**config.mk**
```make
export PLATFORM = sky130hd
export DESIGN_NAME = irq_status_unit
export DESIGN_NICKNAME = d
export VERILOG_FILES = /design/src/rtl/irq_status_pkg.sv /design/src/rtl/irq_edge_detect.sv /design/src/rtl/irq_status_bank.sv /design/src/rtl/irq_regfile.sv /design/src/rtl/irq_output.sv /design/src/rtl/irq_status_unit.sv
export SDC_FILE = /design/constraint.sdc
export NUM_CORES = 1
export LEC_CHECK = 0
export BUFFER_PORTS_ARGS = -buffer_cell sky130_fd_sc_hd__buf_4
export CORE_MARGIN = 4
export CORE_UTILIZATION = 36
export CTS_BUF_LIST = sky130_fd_sc_hd__clkbuf_16
export DETAILED_ROUTE_END_ITERATION = 6
export PLACE_DENSITY = 0.75
export SETUP_SLACK_MARGIN = 0.2
export SYNTH_ARGS = -nofsm -noshare
export SYNTH_HDL_FRONTEND = slang
export SYNTH_SLANG_ARGS = --single-unit
```
**constraint.sdc**
```tcl
create_clock -name clk -period 1.4 [get_ports clk]
set_input_delay 0.28 -clock clk [delete_from_list [all_inputs] [get_ports clk]]
set_output_delay 0.28 -clock clk [all_outputs]
set_load 0.1 [all_outputs]
```
**src/rtl/irq_status_pkg.sv**
```systemverilog
package irq_status_pkg;

    localparam int BUS_W     = 32;
    localparam int SRC_COUNT = 7;
    localparam int ADDR_W    = 2;

    // Source positions; the controller and software decode these bits.
    localparam int SRC_MODE_FAULT    = 0;
    localparam int SRC_SEL_FAULT     = 1;
    localparam int SRC_TX_DRAINED    = 2;
    localparam int SRC_TX_UNDERRUN   = 3;
    localparam int SRC_RX_FULL       = 4;
    localparam int SRC_RX_OVERRUN    = 5;
    localparam int SRC_TX_HALF       = 6;

    typedef enum logic [ADDR_W-1:0] {
        REG_STATUS = 2'd0,
        REG_ENABLE = 2'd1,
        REG_GLOBAL = 2'd2,
        REG_NONE   = 2'd3
    } reg_sel_e;

    typedef struct packed {
        logic             wr;
        reg_sel_e         sel;
        logic [BUS_W-1:0] data;
    } bus_cmd_t;

    function automatic logic [BUS_W-1:0] widen_low(input logic [SRC_COUNT-1:0] v);
        logic [BUS_W-1:0] r;
        r = '0;
        r[SRC_COUNT-1:0] = v;
        return r;
    endfunction

endpackage

```
**src/rtl/irq_edge_detect.sv**
```systemverilog
module irq_edge_detect #(
    parameter int NUM_SRC = 7
) (
    input  logic               clk,
    input  logic               rst,
    input  logic [NUM_SRC-1:0] level_i,
    output logic [NUM_SRC-1:0] rise_o
);
    logic [NUM_SRC-1:0] prev_q;

    always_ff @(posedge clk) begin
        if (rst) prev_q <= '0;
        else     prev_q <= level_i;
    end

    assign rise_o = level_i & ~prev_q;

    a_r2_rise_needs_low_before: assert property (@(posedge clk) disable iff (rst)
        |rise_o |=> 1'b1 ##0 ((rise_o & $past(level_i)) == '0));

endmodule

```
**src/rtl/irq_status_bank.sv**
```systemverilog
module irq_status_bank #(
    parameter int NUM_SRC = 7
) (
    input  logic               clk,
    input  logic               rst,
    input  logic [NUM_SRC-1:0] rise_i,
    input  logic [NUM_SRC-1:0] clr_i,
    output logic [NUM_SRC-1:0] status_o
);
    for (genvar i = 0; i < NUM_SRC; i++) begin : g_bit
        logic bit_q;

        always_ff @(posedge clk) begin
            if (rst)         bit_q <= 1'b0;
            else if (rise_i[i]) bit_q <= 1'b1;
            else if (clr_i[i])  bit_q <= 1'b0;
        end

        assign status_o[i] = bit_q;

        a_r3_rise_sets_bit: assert property (@(posedge clk) disable iff (rst)
            rise_i[i] |=> status_o[i]);
        a_r4_clear_drops_bit: assert property (@(posedge clk) disable iff (rst)
            (clr_i[i] && !rise_i[i]) |=> !status_o[i]);
        a_r9_no_set_without_event: assert property (@(posedge clk) disable iff (rst)
            (!status_o[i] && !rise_i[i]) |=> !status_o[i]);
    end

endmodule

```
**src/rtl/irq_regfile.sv**
```systemverilog
module irq_regfile
    import irq_status_pkg::*;
#(
    parameter int NUM_SRC = SRC_COUNT,
    parameter int GIE_BIT = BUS_W - 1
) (
    input  logic               clk,
    input  logic               rst,
    input  bus_cmd_t           cmd_i,
    input  logic [NUM_SRC-1:0] status_i,
    output logic [NUM_SRC-1:0] clr_o,
    output logic [NUM_SRC-1:0] en_o,
    output logic               gie_o,
    output logic [BUS_W-1:0]   rdata_o
);
    localparam logic [BUS_W-1:0] SRC_MASK = BUS_W'((64'd1 << NUM_SRC) - 64'd1);
    localparam logic [BUS_W-1:0] GIE_MASK = BUS_W'(64'd1 << GIE_BIT);

    logic [NUM_SRC-1:0] en_q;
    logic               gie_q;
    logic               unused_wdata;

    assign unused_wdata = ^(cmd_i.data & ~(SRC_MASK | GIE_MASK));

    assign clr_o = (cmd_i.wr && cmd_i.sel == REG_STATUS) ? cmd_i.data[NUM_SRC-1:0] : '0;

    always_ff @(posedge clk) begin
        if (rst) begin
            en_q  <= '0;
            gie_q <= 1'b0;
        end else if (cmd_i.wr) begin
            case (cmd_i.sel)
                REG_ENABLE: en_q  <= cmd_i.data[NUM_SRC-1:0];
                REG_GLOBAL: gie_q <= cmd_i.data[GIE_BIT];
                default: ;
            endcase
        end
    end

    always_comb begin
        rdata_o = '0;
        case (cmd_i.sel)
            REG_STATUS: rdata_o[NUM_SRC-1:0] = status_i;
            REG_ENABLE: rdata_o[NUM_SRC-1:0] = en_q;
            REG_GLOBAL: rdata_o[GIE_BIT]     = gie_q;
            default:    rdata_o = '0;
        endcase
    end

    assign en_o  = en_q;
    assign gie_o = gie_q;

    a_r10_none_write_keeps_enable: assert property (@(posedge clk) disable iff (rst)
        (cmd_i.wr && cmd_i.sel == REG_NONE) |=> $stable(en_q) && $stable(gie_q));

endmodule

```
**src/rtl/irq_output.sv**
```systemverilog
module irq_output #(
    parameter int NUM_SRC = 7
) (
    input  logic               clk,
    input  logic               rst,
    input  logic [NUM_SRC-1:0] status_i,
    input  logic [NUM_SRC-1:0] en_i,
    input  logic               gie_i,
    output logic               irq_o
);
    logic irq_q;

    always_ff @(posedge clk) begin
        if (rst) irq_q <= 1'b0;
        else     irq_q <= gie_i & (|(status_i & en_i));
    end

    assign irq_o = irq_q;

    a_r7_global_gate: assert property (@(posedge clk) disable iff (rst)
        !gie_i |=> !irq_o);
    a_r6_masked_silent: assert property (@(posedge clk) disable iff (rst)
        ((status_i & en_i) == '0) |=> !irq_o);
    a_r8_request_follows: assert property (@(posedge clk) disable iff (rst)
        (gie_i && (status_i & en_i) != '0) |=> irq_o);

endmodule

```
**src/rtl/irq_status_unit.sv**
```systemverilog
module irq_status_unit
    import irq_status_pkg::*;
#(
    parameter int NUM_SRC = SRC_COUNT,
    parameter int GIE_BIT = BUS_W - 1
) (
    input  logic               clk,
    input  logic               rst,
    input  logic [NUM_SRC-1:0] evt_i,
    input  logic               bus_wr,
    input  logic [ADDR_W-1:0]  bus_addr,
    input  logic [BUS_W-1:0]   bus_wdata,
    output logic [BUS_W-1:0]   bus_rdata,
    output logic               irq_o
);
    bus_cmd_t           cmd;
    logic [NUM_SRC-1:0] rise;
    logic [NUM_SRC-1:0] clr;
    logic [NUM_SRC-1:0] status;
    logic [NUM_SRC-1:0] en;
    logic               gie;

    assign cmd.wr   = bus_wr;
    assign cmd.sel  = reg_sel_e'(bus_addr);
    assign cmd.data = bus_wdata;

    irq_edge_detect #(.NUM_SRC(NUM_SRC)) u_edge (
        .clk(clk), .rst(rst), .level_i(evt_i), .rise_o(rise)
    );

    irq_status_bank #(.NUM_SRC(NUM_SRC)) u_bank (
        .clk(clk), .rst(rst), .rise_i(rise), .clr_i(clr), .status_o(status)
    );

    irq_regfile #(.NUM_SRC(NUM_SRC), .GIE_BIT(GIE_BIT)) u_regs (
        .clk(clk), .rst(rst), .cmd_i(cmd), .status_i(status),
        .clr_o(clr), .en_o(en), .gie_o(gie), .rdata_o(bus_rdata)
    );

    irq_output #(.NUM_SRC(NUM_SRC)) u_out (
        .clk(clk), .rst(rst), .status_i(status), .en_i(en),
        .gie_i(gie), .irq_o(irq_o)
    );

    a_r5_event_beats_clear: assert property (@(posedge clk) disable iff (rst)
        (bus_wr && bus_addr == 2'd0 && (evt_i & bus_wdata[NUM_SRC-1:0]) != '0
         && $past(evt_i) == '0) |=> (status != '0));

endmodule

```
==> metrics.csv <==
stage,metric,value,unit
global_routing,grt_pass1_vias,885,
pwr,power_density,1124,nW/um^2
pwr,p_sw,717.4,uW
yosys,yosys.area.top_type_share,39.23,%
timing,setup_violations,0,
routing,drtIter0Drc,15,
yosys,ys_types,18,
setup_path,cp.arrival,1040,ps
setup_path,path_max_fanout,2,
layout,area_delta_synth_final,48.61,%
setup_path,crit_type,reg2out,
timing,finalMaxSlewViolations,0,
global_routing,antenna_found_initial,0,
layout,final_common_cell,buf_4,
setup_path,cp_num_cells,3,
pwr,power_leakage,0.0008043,uW
yosys,yosysSeqAreaShare,39.23,%
pwr,pwr-share-seq,36.5,%
timing,fin_skew,4.522,ps
layout,nets,215,
clocking,cts_tree,done,
floorplanning,die_h,65.10,um
clocking,h-tree-depth,1,
yosys,syn_inst,127,
pwr,vdd_drop_max,0.4312,mV
floorplanning,coreArea,3078,um^2
pwr,cellInternalPower,1242,uW
place,io_buffers,28,
yosys,syn-cell-area,1174,um^2
setup_path,crit_path_top_delay_cell,dfxtp_2,
timing,period_needed,1317,ps
global_routing,grt.met2_usage,22.61,%
layout,fin_cells,214,
setup_path,required,1120,ps
global_routing,grt_max_degree,24,
layout,final_cell_mix,"buf_4, conb_1, dfxtp_2",
layout,drive_gt1_share,51.76,%
timing,hold_viol,0,
worst_hold_path,min_path_cells,2,
global_routing,grt.total_usage,12.79,%
timing,grt_setup_unrepaired,yes,
routing,wl_per_cell,12.91,um
timing,timing.hold.ws,251.3,ps
global_routing,grt_pass1_wl,4.181,mm
clocking,cts_num_sinks,23,
clocking,root_buffer,clkbuf_16,
floorplanning,die_area,4237,um^2
global_routing,top_usage_layer,met2,
routing,drtAntennaViolNets,0,
clocking,clock_latency,250,ps
setup_path,cp-end-kind,primary output,
clocking,cts_buffers,3,
setup_path,max_stage_delay,340,ps
layout,diodes,0,
timing,finalSetupTns,0,ps
timing,fin_crit_sh,94.09,%
yosys,yosys_warnings,0,
setup_path,cp_cell_sequence,mux2i_2 -> nor2_4 -> buf_12,
routing,wirelength,2.763,mm
layout,fin_util,56.67,%
setup_path,reg2reg_depth,3,
pwr,combPwrFrac,32.2,%
floorplanning,initial_utilization,38.13,%
setup_path,start_kind,flop,
global_routing,overflow,0,
yosys,synth_area_leaders,"dfxtp_1, buf_4, mux2i_1",
pwr,clkPwrFrac,31.3,%
routing,routed_via_density,4.280,
global_routing,use_met1,14.76,%
status,outcome,finished clean,
setup_path,cpLargestDelayFamily,flip-flops,
pwr,switching_share,36.61,%
worst_hold_path,hp-class,in2reg,
job,maxCapViolCount,0,
clocking,cts_buffer_depth,2,
global_routing,grtUsageMet3,2.564,%
floorplanning,ios,77,
floorplanning,rows,20,
clocking,postCtsHoldBufs,0,
setup_path,timing.critical_path.buf_inv,1,
place,dp_hpwl,1.767,mm
floorplanning,chipWidth,65.10,um
place,finalWeightedCongestion,0.7366,
routing,first_pass_iters,4,
clocking,clkSlewWorstSetupHoldPaths,60,ps
pwr,totalPowerFinal,1960,uW
timing,max_freq,0.7592,GHz
routing,vias,916,
yosys,ys_seq_elements,23,
yosys,avgSynthCellArea,9.241,um^2
yosys,yosys.area.top_type,dfxtp_1,
routing,drc_errors,0,
place,dp_cells,196,
## layer usage
layer | vias to the layer above | wire (um)
li1 | 451 | -
met1 | 428 | 1066
met2 | 33 | 1453
met3 | 4 | 197
met4 | 0 | 46
met5 | - | 0
## Yosys cell counts
cell,count
buf_4,24
dfxtp_1,23
mux2i_1,15
nor2_1,15
inv_1,8
a21oi_1,7
nand2b_1,7
nor2b_1,7
o21ai_2,7
buf_6,3
a22oi_1,2
clkbuf_1,2
nand3b_1,2
a222oi_1,1
a311oi_1,1
conb_1,1
nor3b_1,1
or3b_4,1
## flip-flops by register name (all words and copies together), names as in the netlist
| register | flops |
|---|---|
| u_out.irq_o | 1 |
| u_edge.prev_q | 7 |
| u_regs.gie_o | 1 |
| u_regs.en_o | 7 |
| u_bank.g_bit.bit_q | 7 |
## final cells by class
class	count	area [um^2]
repair buffers	45	441.7
well taps	44	55.05
clock inverters	1	5.005
multi-input cells	90	655.6
fillers	258	1334
inverters	8	30.03
flip-flops and latches	23	481.7
clock buffers	3	75.07
## cells by family (layout without fill, tap and decap cells)
logic type / after synthesis / in the layout / synth area share, %
buf+inv: 37 / 57 / 21.43
simple gates: 33 / 33 / 15.14
flops: 23 / 23 / 39.23
compound gates: 18 / 18 / 11.09
mux: 15 / 15 / 12.79
other cells: 1 / 24 / 0.3195
## worst register-to-register path, cell delays in order, from the launching register on
cell and delay (ps):
dfxtp_2 320, buf_4 130, a222oi_1 380, a311oi_1 150
## power groups by stage
stage	logic, uW	clock network (uW)	registers [uW]
5_1_grt	652	652	718
4_1_cts	622	612	713
2_1_floorplan	520	0	721
6_report	630	614	716
3_3_place_gp	535	0	723
3_5_place_dp	541	0	726
## path summary, 6_finish.rpt
path	startpoint	endpoint	slack, ps
worst min register to register	u_edge.prev_q[4]	u_bank.g_bit[4].bit_q	480
worst min-delay path	evt_i[0]	u_edge.prev_q[0]	250
worst max-delay path	u_regs.en_o[0]	bus_rdata[0]	80
worst max register to register	u_bank.g_bit[5].bit_q	u_out.irq_o	290
## metrics by stage
step	instance area, um^2	worst slack [ps]
3_3_place_gp	1390	55.30
2_1_floorplan	1333	-145.2
6_report	1744	82.79
3_5_place_dp	1390	36.72
4_1_cts	1735	74.54
5_1_grt	1744	34.82
## timing repair
item | CTS | global route
setup endpoints to repair | 8 | 8
pin swaps | 1 | 0
buffers inserted | 14 | 0
gates resized for setup | 50 | 1
(Power assumes the default switching activity.)
